`src/rtl/arr_pkg.sv`:
```
package arr_pkg;

   // field positions inside a window mask register
   localparam int DEST_LO  = 0;
   localparam int DEST_W   = 2;
   localparam int DROP_BIT = 2;
   localparam int OVEN_BIT = 4;
   localparam int OVAL_LO  = 5;
   localparam int OVAL_W   = 3;

   typedef enum logic [DEST_W-1:0] {
      WD_OFF = 2'd0,
      WD_MEM = 2'd1,
      WD_IO0 = 2'd2,
      WD_IO1 = 2'd3
   } win_dest_e;

   typedef enum logic [DEST_W-1:0] {
      RT_MEM  = 2'd0,
      RT_RSVD = 2'd1,
      RT_IO0  = 2'd2,
      RT_IO1  = 2'd3
   } route_e;

   typedef struct packed {
      win_dest_e         dest;
      logic              drop;
      logic              ovr_en;
      logic [OVAL_W-1:0] ovr_val;
   } win_attr_t;

   function automatic route_e dest_to_route(win_dest_e d);
      case (d)
         WD_MEM:  return RT_MEM;
         WD_IO0:  return RT_IO0;
         WD_IO1:  return RT_IO1;
         default: return RT_MEM;
      endcase
   endfunction

endpackage

```
`src/rtl/arr_regs.sv`:
```
module arr_regs
   import arr_pkg::*;
#(
   parameter int ADDR_W     = 32,
   parameter int DATA_W     = 32,
   parameter int REG_AW     = 12,
   parameter int CMP_LO     = 16,
   parameter int NUM_WIN    = 4,
   parameter int CFG_OFS    = 'h008,
   parameter int WIN_OFS0   = 'h090,
   parameter int WIN_STRIDE = 'h010,
   parameter int MASK_DELTA = 'h008,
   localparam int CMP_W     = ADDR_W - CMP_LO
) (
   input  logic                            clk,
   input  logic                            rst_n,
   input  logic                            wr_en,
   input  logic [REG_AW-1:0]               wr_addr,
   input  logic [DATA_W-1:0]               wr_data,
   output logic [NUM_WIN-1:0][CMP_W-1:0]   base_q,
   output logic [NUM_WIN-1:0][CMP_W-1:0]   mask_q,
   output win_attr_t [NUM_WIN-1:0]         attr_q,
   output logic [DEST_W-1:0]               dflt_q
);

   localparam logic [REG_AW-1:0] CFG_A = REG_AW'(CFG_OFS);

   logic unused_wdata;
   assign unused_wdata = ^wr_data;

   always_ff @(posedge clk or negedge rst_n) begin
      if (!rst_n)
         dflt_q <= '0;
      else if (wr_en && wr_addr == CFG_A)
         dflt_q <= wr_data[DEST_LO +: DEST_W];
   end

   for (genvar g = 0; g < NUM_WIN; g++) begin : g_win
      localparam logic [REG_AW-1:0] BASE_A = REG_AW'(WIN_OFS0 + g*WIN_STRIDE);
      localparam logic [REG_AW-1:0] MASK_A = REG_AW'(WIN_OFS0 + g*WIN_STRIDE + MASK_DELTA);

      always_ff @(posedge clk or negedge rst_n) begin
         if (!rst_n)
            base_q[g] <= '0;
         else if (wr_en && wr_addr == BASE_A)
            base_q[g] <= wr_data[ADDR_W-1:CMP_LO];
      end

      always_ff @(posedge clk or negedge rst_n) begin
         if (!rst_n) begin
            mask_q[g] <= '0;
            attr_q[g] <= '0;
         end else if (wr_en && wr_addr == MASK_A) begin
            mask_q[g]         <= wr_data[ADDR_W-1:CMP_LO];
            attr_q[g].dest    <= win_dest_e'(wr_data[DEST_LO +: DEST_W]);
            attr_q[g].drop    <= wr_data[DROP_BIT];
            attr_q[g].ovr_en  <= wr_data[OVEN_BIT];
            attr_q[g].ovr_val <= wr_data[OVAL_LO +: OVAL_W];
         end
      end
   end

endmodule

```
`src/rtl/arr_match.sv`:
```
module arr_match
   import arr_pkg::*;
#(
   parameter int CMP_W = 16
) (
   input  logic             clk,
   input  logic             rst_n,
   input  logic [CMP_W-1:0] addr_hi,
   input  logic [CMP_W-1:0] base,
   input  logic [CMP_W-1:0] mask,
   input  win_dest_e        dest,
   output logic             hit
);

   logic field_eq;

   assign field_eq = ((addr_hi ^ base) & mask) == '0;
   assign hit      = field_eq && (dest != WD_OFF);


   off_no_hit_chk: assert property (@(posedge clk) disable iff (!rst_n)
      (dest == WD_OFF) |-> !hit);


   zero_mask_hit_chk: assert property (@(posedge clk) disable iff (!rst_n)
      ((mask == '0) && (dest != WD_OFF)) |-> hit);

endmodule

```
`src/rtl/arr_sel.sv`:
```
module arr_sel
   import arr_pkg::*;
#(
   parameter int NUM_WIN = 4
) (
   input  logic                   clk,
   input  logic                   rst_n,
   input  logic [NUM_WIN-1:0]     hit,
   input  win_attr_t [NUM_WIN-1:0] attr,
   input  logic [DEST_W-1:0]      dflt,
   output logic [NUM_WIN-1:0]     grant,
   output route_e                 tgt,
   output logic                   ovr_vld,
   output logic [OVAL_W-1:0]      ovr_val,
   output logic                   drop
);

   win_attr_t win;
   logic      found;

   // lowest index takes precedence
   always_comb begin
      grant = '0;
      found = 1'b0;
      win   = '0;
      for (int i = 0; i < NUM_WIN; i++) begin
         if (hit[i] && !found) begin
            found    = 1'b1;
            grant[i] = 1'b1;
            win      = attr[i];
         end
      end
   end

   always_comb begin
      if (found) begin
         tgt     = dest_to_route(win.dest);
         ovr_vld = win.ovr_en;
         ovr_val = win.ovr_en ? win.ovr_val : '0;
         drop    = win.drop;
      end else begin
         tgt     = route_e'(dflt);
         ovr_vld = 1'b0;
         ovr_val = '0;
         drop    = 1'b0;
      end
   end


   one_winner_chk: assert property (@(posedge clk) disable iff (!rst_n)
      $onehot0(grant));


   low_first_chk: assert property (@(posedge clk) disable iff (!rst_n)
      hit[0] |-> grant[0]);


   grant_needs_hit_chk: assert property (@(posedge clk) disable iff (!rst_n)
      (grant & ~hit) == '0);

endmodule

```
`src/rtl/addr_region_router.sv`:
```
module addr_region_router
   import arr_pkg::*;
#(
   parameter int ADDR_W     = 32,
   parameter int DATA_W     = 32,
   parameter int REG_AW     = 12,
   parameter int CMP_LO     = 16,
   parameter int NUM_WIN    = 4,
   parameter int CFG_OFS    = 'h008,
   parameter int WIN_OFS0   = 'h090,
   parameter int WIN_STRIDE = 'h010,
   parameter int MASK_DELTA = 'h008
) (
   input  logic              clk,
   input  logic              rst_n,
   input  logic              wr_en,
   input  logic [REG_AW-1:0] wr_addr,
   input  logic [DATA_W-1:0] wr_data,
   input  logic [ADDR_W-1:0] req_addr,
   output logic [1:0]        route_tgt,
   output logic              attr_ovr_vld,
   output logic [2:0]        attr_ovr_val,
   output logic              no_l2_alloc
);

   localparam int CMP_W   = ADDR_W - CMP_LO;
   localparam int TOP_OFS = WIN_OFS0 + NUM_WIN*WIN_STRIDE;

   if (NUM_WIN < 1 || NUM_WIN > 8) begin : g_bad_win
      $error("NUM_WIN must lie in 1..8");
   end
   if (CMP_LO < 8 || CMP_LO >= ADDR_W) begin : g_bad_lo
      $error("CMP_LO must leave attribute bits 7:0 free and stay below ADDR_W");
   end
   if (DATA_W < ADDR_W) begin : g_bad_dw
      $error("DATA_W must be at least ADDR_W");
   end
   if (TOP_OFS > (1 << REG_AW) || MASK_DELTA >= WIN_STRIDE) begin : g_bad_map
      $error("register map does not fit REG_AW or windows overlap");
   end

   logic [NUM_WIN-1:0][CMP_W-1:0] base_q;
   logic [NUM_WIN-1:0][CMP_W-1:0] mask_q;
   win_attr_t [NUM_WIN-1:0]       attr_q;
   logic [DEST_W-1:0]             dflt_q;
   logic [NUM_WIN-1:0]            hit;
   logic [NUM_WIN-1:0]            grant;
   logic [CMP_W-1:0]              addr_hi;
   route_e                        tgt;
   logic                          unused_lo;

   assign addr_hi   = req_addr[ADDR_W-1:CMP_LO];
   assign unused_lo = ^{req_addr[CMP_LO-1:0], grant};

   arr_regs #(
      .ADDR_W(ADDR_W), .DATA_W(DATA_W), .REG_AW(REG_AW), .CMP_LO(CMP_LO),
      .NUM_WIN(NUM_WIN), .CFG_OFS(CFG_OFS), .WIN_OFS0(WIN_OFS0),
      .WIN_STRIDE(WIN_STRIDE), .MASK_DELTA(MASK_DELTA)
   ) u_regs (
      .clk(clk), .rst_n(rst_n), .wr_en(wr_en), .wr_addr(wr_addr),
      .wr_data(wr_data), .base_q(base_q), .mask_q(mask_q),
      .attr_q(attr_q), .dflt_q(dflt_q)
   );

   for (genvar g = 0; g < NUM_WIN; g++) begin : g_cmp
      arr_match #(.CMP_W(CMP_W)) u_match (
         .clk(clk), .rst_n(rst_n), .addr_hi(addr_hi), .base(base_q[g]),
         .mask(mask_q[g]), .dest(attr_q[g].dest), .hit(hit[g])
      );
   end

   arr_sel #(.NUM_WIN(NUM_WIN)) u_sel (
      .clk(clk), .rst_n(rst_n), .hit(hit), .attr(attr_q), .dflt(dflt_q),
      .grant(grant), .tgt(tgt), .ovr_vld(attr_ovr_vld),
      .ovr_val(attr_ovr_val), .drop(no_l2_alloc)
   );

   assign route_tgt = tgt;


   dflt_route_chk: assert property (@(posedge clk) disable iff (!rst_n)
      (hit == '0) |-> (!attr_ovr_vld && !no_l2_alloc && route_tgt == dflt_q));


   ovr_zero_chk: assert property (@(posedge clk) disable iff (!rst_n)
      !attr_ovr_vld |-> (attr_ovr_val == '0));


   cfg_next_cycle_chk: assert property (@(posedge clk) disable iff (!rst_n)
      (wr_en && wr_addr == REG_AW'(CFG_OFS)) |=>
         ((hit != '0) || route_tgt == $past(wr_data[1:0])));


   win_never_rsvd_chk: assert property (@(posedge clk) disable iff (!rst_n)
      (hit != '0) |-> (route_tgt != 2'd1));

endmodule

```
`config.mk`:
```
export PLATFORM = sky130hd
export DESIGN_NAME = addr_region_router
export DESIGN_NICKNAME = d
export VERILOG_FILES = /design/src/rtl/arr_pkg.sv /design/src/rtl/arr_regs.sv /design/src/rtl/arr_match.sv /design/src/rtl/arr_sel.sv /design/src/rtl/addr_region_router.sv
export SDC_FILE = /design/constraint.sdc
export NUM_CORES = 1
export LEC_CHECK = 0
export BUFFER_PORTS_ARGS = -buffer_cell sky130_fd_sc_hd__buf_2
export CAP_MARGIN = 20
export CELL_PAD_IN_SITES_DETAIL_PLACEMENT = 2
export CELL_PAD_IN_SITES_GLOBAL_PLACEMENT = 2
export CORE_MARGIN = 3
export CORE_UTILIZATION = 35
export DETAILED_ROUTE_END_ITERATION = 7
export GPL_TIMING_DRIVEN = 0
export PLACE_DENSITY_LB_ADDON = 0.1
export SYNTH_ARGS = -nofsm -noshare
export SYNTH_HDL_FRONTEND = slang
export SYNTH_SLANG_ARGS = --single-unit
```
`constraint.sdc`:
```
create_clock -name clk -period 4.3 [get_ports clk]
set_input_delay 1.29 -clock clk [delete_from_list [all_inputs] [get_ports clk]]
set_output_delay 1.29 -clock clk [all_outputs]
set_load 0.02 [all_outputs]
```
# == Word-level counts from Yosys, hierarchy flattened ==
# Index checks and enable logic that the tools add are counted.
# word_totals
out_inout_bits,7
romBits,0
latchBits,0
ram_bits,0
reg_bits,158
inputBits,79
word_cells,85
memories,0
# op_classes
bitwise_logic,8
reduce_logical,27
n_eq_ne,11
n_div,0
addsub,0
n_shift,0
magnitude_cmp,0
n_mul,0
n_mux,14
# ops
cell,count
12-bit by 8-bit == test with 1-bit output (second input constant),8
16-bit AND,4
16-bit zero test,4
16-bit XOR,4
7-bit 2-to-1 mux,4
1-bit logical AND,16
12-bit by 4-bit == test with 1-bit output (second input constant),1
2-bit nonzero test,4
1-bit 2-to-1 mux,6
3-bit 2-to-1 mux,2
2-bit == test (second input constant),2
2-bit case mux with 2 select lines,1
1-bit zero test,3
2-bit 2-to-1 mux,1

# == Logic depth before layout (Yosys ltp) ==
# depth
depth_word,17
ltp_mapped,8
depth_no_buf,7

# == Modules after synthesis ==
# From an unflattened synthesis, not the netlist that was laid out.
# hier_totals
hier_cells,502
area_unflattened_um2,7405.9
# by_module_without_submodules
mod,seq_area_each_um2,area_per_inst_um2,cells_per_inst,n_inst
arr_regs,3953.8,6190.9,350,1
arr_match,0.0,227.7,28,4
arr_sel,0.0,304.0,40,1

# == Least setup slack after synthesis ==
# No wires, ideal clock.
# synth_path
path_type,in2out
startpoint,input port req_addr[20]
endpoint,output port attr_ovr_val[0]
required_time_ns,3.010
arrival_time_ns,3.165
slack_ns,-0.155
stages,8
path_buffers,1
path_cell_list,xor2_1 -> a22oi_1 -> nand4_1 -> or3_1 -> buf_2 -> or3_4 -> a31o_1 -> a21oi_1
# synth_between
elab_chain_len,16
word_cells_on_any_way,32
cone_classes,mux: 10; bitwise: 8; reduce/logical: 14
# synth_rtl
element,line_no,text
start: declaration,addr_region_router.sv:19,"input logic [ADDR_W-1:0] req_addr,"
16-bit XOR,arr_match.sv:17,assign field_eq = ((addr_hi ^ base) & mask) == '0;
16-bit AND,arr_match.sv:17,
16-bit zero test,arr_match.sv:17,
1-bit logical AND,arr_match.sv:18,assign hit = field_eq && (dest != WD_OFF);
1-bit 2-to-1 mux,arr_sel.sv:27,if (hit[i] && !found) begin
1-bit zero test,arr_sel.sv:27,
1-bit logical AND,arr_sel.sv:27,
1-bit 2-to-1 mux,arr_sel.sv:27,
1-bit zero test,arr_sel.sv:27,
1-bit logical AND,arr_sel.sv:27,
1-bit 2-to-1 mux,arr_sel.sv:27,
1-bit zero test,arr_sel.sv:27,
1-bit logical AND,arr_sel.sv:27,
7-bit 2-to-1 mux,arr_sel.sv:27,
3-bit 2-to-1 mux,arr_sel.sv:39,ovr_val = win.ovr_en ? win.ovr_val : '0;
3-bit 2-to-1 mux *,arr_sel.sv:36,if (found) begin
end: declaration,addr_region_router.sv:22,"output logic [2:0] attr_ovr_val,"
# Every way passes the cells marked *; elsewhere a longest branch is shown, timed or not.

# == Worst setup path after layout ==
# layout_path
startpoint,input port req_addr[28]
endpoint,output port attr_ovr_val[1]
# The elaborated chain is that of the path after synthesis.

==> metrics.cfg <==
[synth]
ys_seq_area_share_pct=55.5
yosys-top-cells-area=dfrtp_1 55%, mux2_2 25%, xor2_1 7.9%
netlist.area_leader.share_pct=55.5
synthAdderAreaFrac_pct=0
synth_area_per_cell_um2=13.8
yosys_warnings=0
synth_top_family_by_area=multiplexers
yosys.area_share.simple_pct=4.56
synth_area_um2=7130
syn_nets=597
synth-seq-cells=158
synth_cells=518
yosys-mux-area-fraction_pct=25.3
synth_edf_count=0
async_reset_ff_share_pct=100
yosys.area.top_type=dfrtp_1
synth-compound-area-share_pct=5.48
synthXorXnorAreaFrac_pct=7.87
ys.flop_type=dfrtp_1
synth.distinct_cells=36

[place]
place_hpwl_um=14400
io_buffer_count=60
post-place-cells=845
gp_congestion=0.733
placed_cell_area_um2=7830

[floorplan]
die_w_um=149
io-pin-count=86
rows=51
start_util_pct=36.1
coreArea_um2=19700
die_h_um=149
fp.dieArea_um2=22100

[pwr]
pwr-share-clk_pct=47.7
p_switching_mw=0.701
power_density_nw_per_um2=350
p_leak_nw=4.55
swShare_pct=21.9
ir_drop_uv=267
internal_power_mw=2.49
combPwrFrac_pct=5.5
p_seq_share_pct=46.9

[critical_path]
crit_family=compound AO/OA/AOI/OAI gates
max_stage_delay_ns=0.44
arrival_ns=3.46
path_buf_inv=2
crit_slowest_cell=or3_4
crit_path_end_kind=output port
worst_ep_required_time_ns=3.01
cpMostUsedCell=or3_4
critPathMaxFanout=4
crit_path_start_kind=input port
worstSetupPathType=input port to output port
crit_path_cell_trace=buf_2, xor2_1, a22oi_2, o2111ai_2, or3_4, or3_4, a31o_4, a21oi_4, buf_6

[final_layout]
drive_above_1_share_pct=52.4
fill_cells=1906
instances_no_fill=906
multi_input_area_um2=3370
stdcell_area_um2=9130
regArea_um2=3950
area_growth_syn_to_layout_pct=28.2
num-nets-final=707
antenna_cells=0

[sta]
slew_headroom_pct=30.5
hold_violations=0
fin_worst_skew_ns=0
finalCritPeriodShare_pct=110
worst_slack_ns=-0.448
tightest_slew_ns=1.04
period_needed_ns=4.75
timing.fmax_mhz=211
setup_viol=7
rsz0062_at_grt=yes
drv_slew=0

[routing]
ant_nets=0
wl_um=21300
first_pass_iters=4
post_drt_wl_per_cell_um=23.5
drt-initial-drc-count=163
vias=4672
drc=0
routed_via_density=5.16

[hold_path]
hold_path.class=flip-flop to flip-flop

[cts]
numCtsBuffers=17
ctsRootBufferMaster=clkbuf_16
clock-sinks=158
h-tree-depth=4
insertion_delay_ns=0.42
cts.clk_slew.worst_paths_ns=0.06
clock_path_buffers=2
cts_tree=done

[global_routing]
grt_max_degree=91
grt_usage_pct=19.9
antenna_found_initial=0
grt_pass1_wl_um=32500
grt_overflow=0
grt_pass1_vias=5245

[job]
maxCapViolations=0

[run_status]
violations=negative setup slack
status=finished with violations

layout by cell type, fill, tap and decap left out, types with 2 or more instances in the layout:
master     synthesis  layout
a21oi_2            1       2
a22oi_1           31      16
a22oi_2            2      17
a31oi_1            2       2
buf_1              4       4
buf_12             0       4
buf_2              5      43
buf_4              0      27
buf_6              0      19
buf_8              0       3
bufinv_16          0       2
clkbuf_1          10      12
clkbuf_16          0      18
clkbuf_8           0       6
clkinv_2           0       2
dfrtp_1          158     158
inv_1              5       4
mux2_2           159     158
nand2_1           14      14
nand3_1            6       6
nand4_1            6       6
nor2_1            12      10
nor2_2             0       2
nor2b_1            2       2
nor3_2             1       2
nor3_4             0       3
nor4_1             4       4
or3_1              6       3
or3_4              1       4
xor2_1            64      53
xor2_2             0      11
logic make-up (layout without fill, tap and decap cells):
family,Yosys count,in the layout
buffers and inverters,24,147
XOR/XNOR,64,64
multiplexers,160,160
flip-flops,158,158
AND/OR/NAND/NOR,61,61
AO/OA/AOI/OAI,51,51
cell usage after synthesis, types with 2 or more instances:
master,count
mux2_2,159
dfrtp_1,158
xor2_1,64
a22oi_1,31
nand2_1,14
nor2_1,12
clkbuf_1,10
nand3_1,6
nand4_1,6
or3_1,6
buf_2,5
inv_1,5
buf_1,4
nor3_1,4
nor4_1,4
a21oi_1,3
a22oi_2,2
a31o_1,2
a31oi_1,2
nor2b_1,2
nor4b_1,2
o2111ai_1,2
o22ai_1,2
per-layer routing:
metal / track usage [%] / routed length (µm) / up-vias
met5: 0 / 0 / -
met4: 5.40 / 297 / 0
met3: 3.08 / 548 / 23
met2: 34.0 / 10900 / 71
met1: 26.4 / 9590 / 2484
li1: - / - / 2094
through the flow:
step	setup TNS [ns]	hold WS [ns]	setup slack, ns	utilization, %	total power, mW
after global routing	-3.60	0.522	-0.574	46.3	3.32
after floorplan	-0.0280	0.471	-0.0155	-	1.56
after CTS	-2.98	0.512	-0.498	45.2	3.22
final	-2.76	0.509	-0.448	46.3	3.20
after detailed placement	-7.19	0.497	-1.26	39.7	1.67
after global placement	-89.01	0.483	-1.21	39.5	1.66
power groups by stage:
stage               registers, mW  clock network, mW  logic, mW
global placement             1.52                  0      0.138
detailed placement           1.52                  0      0.146
CTS                          1.50               1.55      0.170
finish                       1.50               1.52      0.175
floorplan                    1.52                  0     0.0390
global route                 1.50               1.62      0.194
final cells by class:
type	count	area share (%)
flip-flops and latches	158	43.3
multi-input cells	336	36.9
repair buffers	93	8.48
clock buffers	27	5.62
well taps	265	3.63
plain buffers	17	0.986
clock inverters	5	0.849
inverters	5	0.205
flip-flops by register name, indices dropped and copies added (netlist names):
name / flops
u_regs.dflt_q: 2
u_regs.base_q: 64
u_regs.mask_q: 64
u_regs.attr_q: 28
what timing repair did:
item / 4_1_cts / 5_1_grt
pin swaps: 37 / 16
hold buffers: 0 / 0
endpoints found under the setup margin: 7 / 7
gates cloned: 0 / 1
gates resized for setup: 81 / 28
buffers inserted: 18 / 13
final timing paths:
check	start	endpoint	slack (ns)	depth (start not counted)
worst min-delay path	u_regs.attr_q[14]	u_regs.attr_q[14]	0.51	1
max in group asynchronous	rst_n	u_regs.mask_q[53]	2.63	2
worst max register to register	u_regs.attr_q[27]	u_regs.attr_q[27]	3.43	1
worst min register to register	u_regs.attr_q[14]	u_regs.attr_q[14]	0.51	1
worst max-delay path	req_addr[28]	attr_ovr_val[1]	-0.45	9
min in group asynchronous	rst_n	u_regs.mask_q[31]	0.82	1
Power figures use the tool's default switching activity.
